===== src/rtl/lcl_cdtimer.sv =====
module lcl_cdtimer #(
  parameter int          CNT_W = 32,
  parameter int          PRE_W = 8,
  parameter logic [31:0] KEY_A = 32'h1234_5678,
  parameter logic [31:0] KEY_B = 32'h8765_4321
) (
  input  logic        clk,
  input  logic        rst_n,
  input  logic        wr_en,
  input  logic [5:0]  addr,
  input  logic [31:0] wdata,
  output logic [31:0] rdata,
  output logic        tmr_irq,
  output logic        wd_irq,
  output logic        wd_rst_req
);
  localparam logic [4:0] O_LOAD = 5'h00;
  localparam logic [4:0] O_CNT  = 5'h04;
  localparam logic [4:0] O_CTL  = 5'h08;
  localparam logic [4:0] O_STS  = 5'h0C;
  localparam logic [4:0] O_RST  = 5'h10;
  localparam logic [4:0] O_DIS  = 5'h14;

  logic [1:0][CNT_W-1:0] ld_q, cnt_q;
  logic [1:0][PRE_W-1:0] psc_q, pdiv_q;
  logic [1:0] en_q, per_q, ie_q, flag_q, halt_q;
  logic [1:0] wsel, run, tick, zev;
  logic       wdm_q, rflag_q, armed_q;

  wire [4:0] off = addr[4:0];
  wire       ch  = addr[5];

  assign wsel = {wr_en & ch, wr_en & ~ch};
  assign run  = en_q & ~halt_q;

  always_comb
    for (int i = 0; i < 2; i++) begin
      tick[i] = run[i] && (pdiv_q[i] == psc_q[i]);
      zev[i]  = tick[i] && (cnt_q[i] == '0);
    end

  always_ff @(posedge clk or negedge rst_n)
    if (!rst_n) begin
      ld_q   <= '0;
      cnt_q  <= '0;
      psc_q  <= '0;
      pdiv_q <= '0;
      en_q   <= '0;
      per_q  <= '0;
      ie_q   <= '0;
      flag_q <= '0;
      halt_q <= '0;
    end else begin
      for (int i = 0; i < 2; i++) begin
        if (run[i]) pdiv_q[i] <= tick[i] ? '0 : pdiv_q[i] + 1'b1;
        if (tick[i]) begin
          if (cnt_q[i] != '0)  cnt_q[i] <= cnt_q[i] - 1'b1;
          else if (per_q[i])   cnt_q[i] <= ld_q[i];
          else                 halt_q[i] <= 1'b1;
        end
        if (wsel[i] && off == O_CTL) begin
          en_q[i]  <= wdata[0];
          per_q[i] <= wdata[1];
          ie_q[i]  <= wdata[2];
          psc_q[i] <= wdata[8 +: PRE_W];
        end
        if (wsel[i] && off == O_STS && wdata[0]) flag_q[i] <= 1'b0;
        if (zev[i]) flag_q[i] <= 1'b1;
        if (wsel[i] && off == O_LOAD) begin
          ld_q[i]   <= wdata[CNT_W-1:0];
          cnt_q[i]  <= wdata[CNT_W-1:0];
          pdiv_q[i] <= '0;
          halt_q[i] <= 1'b0;
        end
      end
    end

  always_ff @(posedge clk or negedge rst_n)
    if (!rst_n) begin
      wdm_q   <= 1'b0;
      rflag_q <= 1'b0;
      armed_q <= 1'b0;
    end else begin
      if (wsel[1] && off == O_CTL && wdata[3]) wdm_q <= 1'b1;
      if (wsel[1] && off == O_DIS) begin
        armed_q <= (wdata == KEY_A);
        if (armed_q && wdata == KEY_B) wdm_q <= 1'b0;
      end
      if (wsel[1] && off == O_RST && wdata[0]) rflag_q <= 1'b0;
      if (zev[1] && wdm_q) rflag_q <= 1'b1;
    end

  always_comb begin
    rdata = '0;
    case (off)
      O_LOAD:  rdata = 32'(ld_q[ch]);
      O_CNT:   rdata = 32'(cnt_q[ch]);
      O_CTL:   rdata = 32'({psc_q[ch], 4'b0000, ch & wdm_q, ie_q[ch], per_q[ch], en_q[ch]});
      O_STS:   rdata = {31'b0, flag_q[ch]};
      O_RST:   rdata = {31'b0, ch & rflag_q};
      default: rdata = '0;
    endcase
  end

  assign tmr_irq    = flag_q[0] & ie_q[0];
  assign wd_irq     = flag_q[1] & ie_q[1] & ~wdm_q;
  assign wd_rst_req = rflag_q;
endmodule


===== config.mk =====
export PLATFORM = sky130hd
export DESIGN_NAME = lcl_cdtimer
export DESIGN_NICKNAME = d
export VERILOG_FILES = /design/src/rtl/lcl_cdtimer.sv
export SDC_FILE = /design/constraint.sdc
export NUM_CORES = 1
export LEC_CHECK = 0
export BUFFER_PORTS_ARGS = -buffer_cell sky130_fd_sc_hd__buf_2
export CAP_MARGIN = 0
export CORE_ASPECT_RATIO = 1.1
export CORE_UTILIZATION = 40
export CTS_CLUSTER_DIAMETER = 200
export CTS_CLUSTER_SIZE = 14
export DETAILED_ROUTE_END_ITERATION = 10
export PLACE_DENSITY_LB_ADDON = 0.08
export SYNTH_ARGS = -nofsm -noshare
export SYNTH_HDL_FRONTEND = slang
export SYNTH_SLANG_ARGS = --single-unit

===== constraint.sdc =====
create_clock -name clk -period 2.4 [get_ports clk]
set_input_delay 0.12 -clock clk [delete_from_list [all_inputs] [get_ports clk]]
set_output_delay 0.12 -clock clk [all_outputs]
set_load 0.05 [all_outputs]

==> results.sh, run 1 <==
export IMPL_wire_per_inst_um=24.4
export IMPL_synthAdderAreaFrac_pct=0.713
export IMPL_nets=1377
export IMPL_async_reset_ff_share_pct=100
export IMPL_crit_path_max_incr_delay_ns=0.72
export IMPL_max_slew_margin_pct=31.0
export IMPL_numPortBuffers=75
export IMPL_crit_type="register to output pin"
export IMPL_clock_sinks=173
export IMPL_synth_most_common_cell="nand2_1"
export IMPL_insertion_delay_ns=0.44
export IMPL_synth_top_cell_by_area="dfrtp_1"
export IMPL_cp_cell_sequence="buf_4 -> a222oi_1 -> mux2i_1 -> buf_2"
export IMPL_routed_wl_um=41200
export IMPL_dp_hpwl_um=30600
export IMPL_p_leak_nw=5.73
export IMPL_syn_num_nets=1208
export IMPL_drc=0
export IMPL_slowest_stage="a222oi_1"
export IMPL_netlist_area_um2=10500
export IMPL_synth_top_area_share_pct=41.1
export IMPL_postSynthCellCount=1161
export IMPL_die_area_um2=27000
export IMPL_drtPass1Iterations=7
export IMPL_overflow=0
export IMPL_grt_use_total_pct=31.7
export IMPL_cp_max_fo=4
export IMPL_finalNonFillerCells=1689
export IMPL_tns_ns=0
export IMPL_globalplace_congestion=0.910
export IMPL_hold_viol=0
export IMPL_ys_warn_count=0
export IMPL_synthTopCellsByCount="nand2_1 (269), dfrtp_1 (173), nor2_1 (57)"
export IMPL_maxSlewViolCount=0
export IMPL_skew_ns=0.0153
export IMPL_rows=61
export IMPL_first_global_vias=10000
export IMPL_synth_edf_count=0
export IMPL_io_pins=76
export IMPL_grt_pass1_wl_um=63000
export IMPL_worst_pin_slew_ns=1.03
export IMPL_period_minus_slack_ns=2.34
export IMPL_finalSetupViolations=0
export IMPL_clk_pin_slew_worst_paths_ns=0.07
export IMPL_synthTopCellsByArea="dfrtp_1 (41%), nand2_1 (9.6%), mux2i_1 (5.1%)"
export IMPL_utilization_pct=50.6
export IMPL_drive_gt1_share_pct=22.9
export IMPL_synth_ff_type="dfrtp_1"
export IMPL_coreArea_um2=25600
export IMPL_dp_cells=1634
export IMPL_rsz0062_at_grt="no"
export IMPL_cts_path_max_buffers=2
export IMPL_num_vias=10100
export IMPL_fin_crit_sh_pct=97.6
export IMPL_ys_ff_latch=173
export IMPL_cap_violations=0
export IMPL_arrival_ns=2.22
export IMPL_drtIter0Drc=1151
export IMPL_antenna_found_initial=0
export IMPL_synth_top_family_by_area="simple AND/OR/NAND/NOR gates"
export IMPL_grt_max_degree=72
export IMPL_start_kind="register"
export IMPL_vias_per_cell=6.00
export IMPL_hold_class="input port to register"
export IMPL_avgSynthCellArea_um2=9.07
export IMPL_cts_tree="built"
export IMPL_synthSimpleGateAreaFrac_pct=24.6
export IMPL_synth_cell_types=83
export IMPL_required_ns=2.28
export IMPL_synthXorXnorAreaFrac_pct=4.91
export IMPL_ctsHtreeMaxLevel=4
export IMPL_cts_inserted_buffers=17
export IMPL_cp_end_kind="output pin"
export IMPL_antennaDiodeCount=0
export IMPL_vdd_drop_max_uv=410
export IMPL_run_status="complete, no violations"
export IMPL_root_buffer="clkbuf_16"
export IMPL_drtAntennaViolNets=0
export IMPL_synth_compound_area_share_pct=17.3
export IMPL_die_h_um=172
export IMPL_syn_to_final_growth_pct=23.0
export IMPL_fmaxAchievable_ghz=0.427
export IMPL_muxShareOfSynthArea_pct=7.38
export IMPL_initial_core_util_pct=41.2
export IMPL_ff2ff_setup_slack_ns=0.10
export IMPL_p_per_area_nw_per_um2=747
export IMPL_synth_seq_area_share_pct=41.1
export IMPL_fp_dieW_um=157
worst paths after layout:
path | start | to | cells after the start
max | cnt_q[33]$_DFFE_PN0P_ | rdata[1] | 4
min | wdata[24] | ld_q[56]$_DFFE_PN0P_ | 3
max reg2reg | cnt_q[49]$_DFFE_PN0P_ | cnt_q[59]$_DFFE_PN0P_ | 8
min reg2reg | armed_q$_DFFE_PN0P_ | armed_q$_DFFE_PN0P_ | 1
max in group asynchronous | rst_n | cnt_q[10]$_DFFE_PN0P_ | 3
min in group asynchronous | rst_n | ld_q[22]$_DFFE_PN0P_ | 2
critical path: cells and delay by family, from the launching register on:
kind                   cells  cell delay (ns)
AO/OA/AOI/OAI              1             0.72
multiplexers               1             0.24
flip-flops                 1             0.38
buffers and inverters      2             0.44
metrics by stage:
| stage | setup WS [ns] | area (µm²) | hold WS, ns | total power, mW |
|---|---|---|---|---|
| finish | 0.0573 | 12900 | 0.00847 | 9.67 |
| global route | 0.00473 | 12900 | 0.00833 | 10.1 |
| CTS | 0.0809 | 12900 | 0.000249 | 9.62 |
| detailed placement | 0.0935 | 12100 | 0.104 | 6.82 |
| global placement | 0.107 | 12100 | 0.102 | 6.81 |
| floorplan | 0.176 | 10500 | -0.176 | 5.55 |
sequential cells by signal, indices dropped and copies added, names as in the netlist, 2 cells and up:
name,count
en_q,2
cnt_q,64
psc_q,16
ie_q,2
pdiv_q,16
ld_q,64
per_q,2
halt_q,2
flag_q,2
cell usage in the layout (no fill, tap or decap), types with 6 or more instances in the layout:
master / instances
nand2_1: 268
dfrtp_1: 172
buf_4: 125
buf_2: 73
nor2_1: 57
mux2i_1: 54
xnor2_1: 40
nor3_1: 34
o211ai_1: 30
nand3_1: 28
a22oi_1: 26
o21ai_0: 25
o22ai_1: 23
dlygate4sd3_1: 22
mux2_2: 21
a222oi_1: 20
a21oi_1: 20
xor2_1: 19
nand4_1: 17
clkbuf_16: 17
a221o_1: 16
nor4_1: 14
or3_1: 14
buf_12: 10
o21ai_2: 9
inv_1: 8
nor4_4: 8
a31oi_1: 7
or4_1: 7
o31ai_1: 7
nor4b_1: 6
nor4_2: 6
o21a_1: 6
o21ai_1: 6
ha_1: 6
metal layers:
metal / share of wire (%) / GRT usage, %
met5: 0 / 0
met4: 4.8 / 16.0
met3: 5.8 / 3.26
met2: 45 / 50.0
met1: 44 / 43.4
timing repair:
action                                  in CTS  in global routing
hold endpoints to repair                    72                  0
hold buffers                                22                  0
endpoints found under the setup margin       0                 25
buffers inserted                             0                  1
resized for setup                            0                 10
logic make-up after synthesis:
family                   Yosys count
buffers and inverters             89
flip-flops                       173
AO/OA/AOI/OAI                    242
adder cells (fa/ha/maj)            6
multiplexers                      75
AND/OR/NAND/NOR                  517
XOR/XNOR                          59
power by group:
group	internal, mW	total (mW)	switching, mW	leakage, nW
Clock	1.45	2.78	1.33	0.261
Combinational	1.28	2.81	1.54	3.26
Sequential	3.42	4.08	0.666	2.21
Total	6.15	9.67	3.53	5.73
area by class of cell:
| class | instances | area (µm²) |
|---|---|---|
| sequential | 173 | 4330 |
| multi-input combinational | 899 | 5850 |
| timing repair buffer | 231 | 1740 |
| clock inverter | 14 | 136 |
| inverter | 8 | 30.0 |
| clock buffer | 18 | 429 |
| fill | 2430 | 12600 |
| tap | 346 | 433 |
(Power assumes the default switching activity.)
==> run 2: changes to the inputs <==
- CORE_UTILIZATION: 40 -> 61
==> run 2 against run 1 <==
Clock power increased by 1%. Critical endpoint is now cnt_q[62]$_DFFE_PN0P_. Register-to-register slack about the same. Largest cell class unchanged. Critical path type is now register to register. Sequential power increased by 2%.
==> results.sh, run 2 (synthesis results as in run 1) <==
export IMPL_wl_met2_um=16300
export IMPL_wl_met3_um=3310
export IMPL_cap_violations=0
export IMPL_cp_end_kind="register"
export IMPL_routed_wl_um=35900
export IMPL_highest_layer="met4"
export IMPL_globalplace_congestion=0.968
export IMPL_fp_dieW_um=127
export IMPL_m1WireLength_um=14400
export IMPL_run_status="complete, no violations"
export IMPL_max_slew_margin_pct=49.5
export IMPL_worst_pin_slew_ns=0.758
export IMPL_fin_crit_sh_pct=96.0
export IMPL_overflow=0
export IMPL_power_frac_seq_pct=44.3
export IMPL_top_regs="cnt_q (64), ld_q (64)"
export IMPL_p_comb_share_pct=25.7
export IMPL_grt_pass1_wl_um=55700
export IMPL_grt_use_total_pct=41.8
export IMPL_syn_to_final_growth_pct=18.9
export IMPL_cts_tree="built"
export IMPL_die_h_um=140
export IMPL_die_area_um2=17800
export IMPL_coreArea_um2=17000
export IMPL_utilization_pct=73.8
export IMPL_first_global_vias=9652
export IMPL_crit_type="register to register"
export IMPL_period_minus_slack_ns=2.31
export IMPL_tns_ns=0
export IMPL_insertion_delay_ns=0.43
export IMPL_hold_class="input port to register"
export IMPL_drtPass1Iterations=9
export IMPL_hold_viol=0
export IMPL_numPortBuffers=75
export IMPL_ctsHtreeMaxLevel=4
export IMPL_maxSlewViolCount=0
export IMPL_num_vias=10200
export IMPL_drive_gt1_share_pct=20.6
export IMPL_grt_max_degree=72
export IMPL_rows=50
export IMPL_fin_area_um2=12500
export IMPL_net_switching_power_mw=3.29
export IMPL_vdd_drop_max_uv=560
export IMPL_cp_max_fo=6
export IMPL_required_ns=2.70
export IMPL_wire_per_inst_um=23.3
export IMPL_io_pins=76
export IMPL_skew_ns=0.00822
export IMPL_fmaxAchievable_ghz=0.434
export IMPL_clk_pin_slew_worst_paths_ns=0.07
export IMPL_arrival_ns=2.61
export IMPL_root_buffer="clkbuf_16"
export IMPL_clock_sinks=173
export IMPL_antenna_found_initial=0
export IMPL_mostFrequentLayoutCells="nand2_1 (269), dfrtp_1 (173), buf_4 (89)"
export IMPL_dp_hpwl_um=25600
export IMPL_cts_inserted_buffers=17
export IMPL_post_cts_buffers=0
export IMPL_fillers=1264
export IMPL_drc=0
export IMPL_antennaDiodeCount=0
export IMPL_initial_core_util_pct=62.1
export IMPL_switching_share_pct=35.0
export IMPL_clockPowerShare_pct=30.0
export IMPL_p_leak_nw=5.57
export IMPL_p_per_area_nw_per_um2=751
export IMPL_vias_per_cell=6.64
export IMPL_drtIter0Drc=1412
export IMPL_internal_power_mw=6.11
export IMPL_finalSetupViolations=0
export IMPL_rsz0062_at_grt="no"
export IMPL_start_kind="register"
export IMPL_nets=1342
export IMPL_dpl_instance_area_um2=11700
export IMPL_drtAntennaViolNets=0
export IMPL_cts_path_max_buffers=2
export IMPL_final_common_cell="nand2_1"
==> run 2: changes by cell type in the layout (fill, tap and decap cells not counted), sizes merged <==
cell / previous run / this run
buf: 208 / 172
bufinv: 1 / 2
clkbuf: 19 / 18
clkinv: 4 / 1
clkinvlp: 5 / 4
dlygate4sd3: 22 / 24
inv: 12 / 15
==> run 2: repair_timing <==
item / in CTS / in global routing
hold buffers: 24 / 0
resized for setup: 0 / 5
endpoints found under the setup margin: 0 / 22
endpoints found under the hold margin: 79 / 0
==> run 2: worst paths after layout <==
kind | from | endpoint | slack [ns] | depth (start not counted)
setup / recovery | cnt_q[46]$_DFFE_PN0P_ | cnt_q[62]$_DFFE_PN0P_ | 0.09 | 6
hold / removal | wdata[21] | ld_q[53]$_DFFE_PN0P_ | 0.02 | 3
setup reg to reg | cnt_q[46]$_DFFE_PN0P_ | cnt_q[62]$_DFFE_PN0P_ | 0.09 | 6
hold reg to reg | armed_q$_DFFE_PN0P_ | armed_q$_DFFE_PN0P_ | 0.49 | 1
max in group asynchronous | rst_n | psc_q[13]$_DFFE_PN0N_ | 1.43 | 3
min in group asynchronous | rst_n | cnt_q[29]$_DFFE_PN0P_ | 0.20 | 2
==> run 2: final cells by class <==
class | count | area, µm² | share of cell area (%)
sequential | 173 | 4330 | 34.6
timing repair buffer | 196 | 1470 | 11.7
multi-input combinational | 899 | 5800 | 46.4
clock inverter | 14 | 156 | 1.25
inverter | 8 | 30.0 | 0.240
tap | 234 | 293 | 2.34
clock buffer | 18 | 439 | 3.51
==> run 2: power groups by stage <==
| stage | logic [mW] | registers [mW] | clock network, mW |
|---|---|---|---|
| floorplan | 1.61 | 3.94 | 0 |
| global route | 2.64 | 4.22 | 2.95 |
| CTS | 2.37 | 4.13 | 2.84 |
| global placement | 2.27 | 4.17 | 0 |
| detailed placement | 2.33 | 4.18 | 0 |
| finish | 2.41 | 4.17 | 2.82 |
==> run 2: per-stage QoR <==
step	std cells	power [mW]	setup WS, ns	hold slack, ns
6_report	1542	9.39	0.0948	0.0197
3_5_place_dp	1486	6.50	0.117	0.101
5_1_grt	1542	9.80	0.0109	0.0274
2_1_floorplan	1161	5.55	0.176	-0.176
3_3_place_gp	1486	6.44	0.0845	0.0984
4_1_cts	1542	9.34	0.0907	0.00195
==> run 2: routing by layer <==
metal  global-route usage [%]  vias up
met4                     22.7        0
li1                         -     4547
met3                     5.77      114
met1                     57.2     4898
met5                        0        -
met2                     64.3      680
==> run 2: worst max-delay path, cell delays in order, from the launching register on <==
cell and delay [ns]:
dfrtp_1 0.47, or4_1 0.62, or4_4 0.54, nor2_1 0.13, nand4_1 0.14, xor2_1 0.20, o211ai_2 0.09
==> run 3: changes to the inputs <==
- HOLD_SLACK_MARGIN: unset -> 0.02
==> run 3 against run 2 <==
Hold slack improved by 0.015 ns. Via count rose by 0.16%. Power is essentially flat. Flip-flop and latch count did not move. Count of clock-buffer cells in the layout unchanged. Critical endpoint unchanged. Largest power group unchanged.
==> results.sh, run 3 (synthesis results as in run 1) <==
export IMPL_run_status="complete, no violations"
export IMPL_overflow=0
export IMPL_cp_end_kind="register"
export IMPL_clock_sinks=173
export IMPL_num_vias=10300
export IMPL_clk_pin_slew_worst_paths_ns=0.07
export IMPL_finalSetupViolations=0
export IMPL_worstSetupStartpoint="cnt_q[44]$_DFFE_PN0P_"
export IMPL_post_cts_buffers=0
export IMPL_drtAntennaViolNets=0
export IMPL_top_regs="cnt_q (64), ld_q (64)"
export IMPL_antennaDiodeCount=0
export IMPL_grt_use_total_pct=41.8
export IMPL_rsz0062_at_grt="no"
export IMPL_cp_max_fo=9
export IMPL_insertion_delay_ns=0.44
export IMPL_ff2ff_setup_slack_ns=0.09
export IMPL_drc=0
export IMPL_p_per_area_nw_per_um2=749
export IMPL_first_global_vias=9679
export IMPL_max_slew_margin_pct=49.1
export IMPL_fp_dieW_um=127
export IMPL_tns_ns=0
export IMPL_die_h_um=140
export IMPL_io_pins=76
export IMPL_crit_reg2reg_launch="cnt_q[44]$_DFFE_PN0P_"
export IMPL_reg2reg_to="cnt_q[62]$_DFFE_PN0P_"
export IMPL_required_ns=2.71
export IMPL_start_kind="register"
export IMPL_grt_max_degree=72
export IMPL_syn_to_final_growth_pct=19.3
export IMPL_rows=50
export IMPL_cts_path_max_buffers=2
export IMPL_cap_violations=0
export IMPL_antenna_found_initial=0
export IMPL_routed_wl_um=36000
export IMPL_hold_viol=0
export IMPL_fmaxAchievable_ghz=0.433
export IMPL_critPathCapture="cnt_q[62]$_DFFE_PN0P_"
export IMPL_drtPass1Iterations=6
export IMPL_fin_crit_sh_pct=96.2
export IMPL_cts_inserted_buffers=17
export IMPL_wire_per_inst_um=23.3
export IMPL_maxSlewViolCount=0
export IMPL_p_leak_nw=5.59
export IMPL_root_buffer="clkbuf_16"
export IMPL_skew_ns=0.00719
export IMPL_arrival_ns=2.62
export IMPL_grt_pass1_wl_um=55700
export IMPL_drtIter0Drc=1436
export IMPL_cts_tree="built"
export IMPL_coreArea_um2=17000
export IMPL_utilization_pct=74.1
export IMPL_hold_class="input port to register"
export IMPL_initial_core_util_pct=62.1
export IMPL_r2r_cells=6
export IMPL_numPortBuffers=75
export IMPL_drive_gt1_share_pct=20.5
export IMPL_period_minus_slack_ns=2.31
export IMPL_globalplace_congestion=0.968
export IMPL_die_area_um2=17800
export IMPL_nets=1346
export IMPL_ctsHtreeMaxLevel=4
export IMPL_crit_type="register to register"
export IMPL_worst_pin_slew_ns=0.763
export IMPL_dp_hpwl_um=25600
export IMPL_final_common_cell="nand2_1"
export IMPL_vdd_drop_max_uv=565
export IMPL_mostFrequentLayoutCells="nand2_1 (269), dfrtp_1 (173), buf_4 (89)"
export IMPL_vias_per_cell=6.63
run 3: repair_timing:
item | in CTS | in global routing
hold buffers | 28 | 0
endpoints found under the hold margin | 93 | 0
setup endpoints to repair | 0 | 22
resized for setup | 0 | 5
run 3: how the worst min path moves through the flow:
stage / start / end / slack [ns] / cells past startpoint
2_1_floorplan: rst_n / armed_q$_DFFE_PN0P_ / -0.18 / 0
3_5_place_dp: rst_n / cnt_q[31]$_DFFE_PN0P_ / 0.10 / 1
5_1_grt: wdata[8] / ld_q[8]$_DFFE_PN0P_ / 0.05 / 3
3_3_place_gp: rst_n / cnt_q[31]$_DFFE_PN0P_ / 0.1 / 1
4_1_cts: wdata[14] / ld_q[46]$_DFFE_PN0P_ / 0.02 / 3
6_report: wdata[14] / ld_q[46]$_DFFE_PN0P_ / 0.03 / 3
run 3: worst max-delay path, cell delays in order, from the launching register on:
cell and delay, ns:
dfrtp_1 0.51, or4_1 0.58, or4_4 0.54, nor2_1 0.13, nand4_1 0.14, xor2_1 0.20, o211ai_2 0.09
run 3: metrics by stage:
stage | std cells | instance area (µm²) | setup slack [ns] | power [mW] | hold slack [ns]
6_report | 1546 | 12600 | 0.0914 | 9.40 | 0.0345
2_1_floorplan | 1161 | 10500 | 0.176 | 5.55 | -0.176
3_3_place_gp | 1486 | 11700 | 0.0845 | 6.44 | 0.0984
4_1_cts | 1546 | 12500 | 0.0907 | 9.35 | 0.0212
5_1_grt | 1546 | 12600 | 0.0109 | 9.81 | 0.0501
3_5_place_dp | 1486 | 11700 | 0.117 | 6.50 | 0.101
run 3: final cells by class:
cell class / count / area (µm²)
Inverter: 8 / 30.0
Tap cell: 234 / 293
Clock inverter: 14 / 156
Clock buffer: 18 / 439
Timing Repair Buffer: 200 / 1510
Multi-Input combinational cell: 899 / 5800
Fill cell: 1261 / 4400
Sequential cell: 173 / 4330
run 3: power by group:
group / total, mW / internal [mW] / switching [mW]
clock network: 2.82 / 1.58 / 1.24
logic: 2.42 / 1.11 / 1.31
registers: 4.16 / 3.42 / 0.742
total: 9.40 / 6.11 / 3.29
run 3: layer usage:
layer / global-route usage [%] / share of wire [%]
met1: 57.1 / 41
met2: 63.7 / 45
met3: 5.92 / 8.4
met4: 24.2 / 5.7
met5: 0 / 0
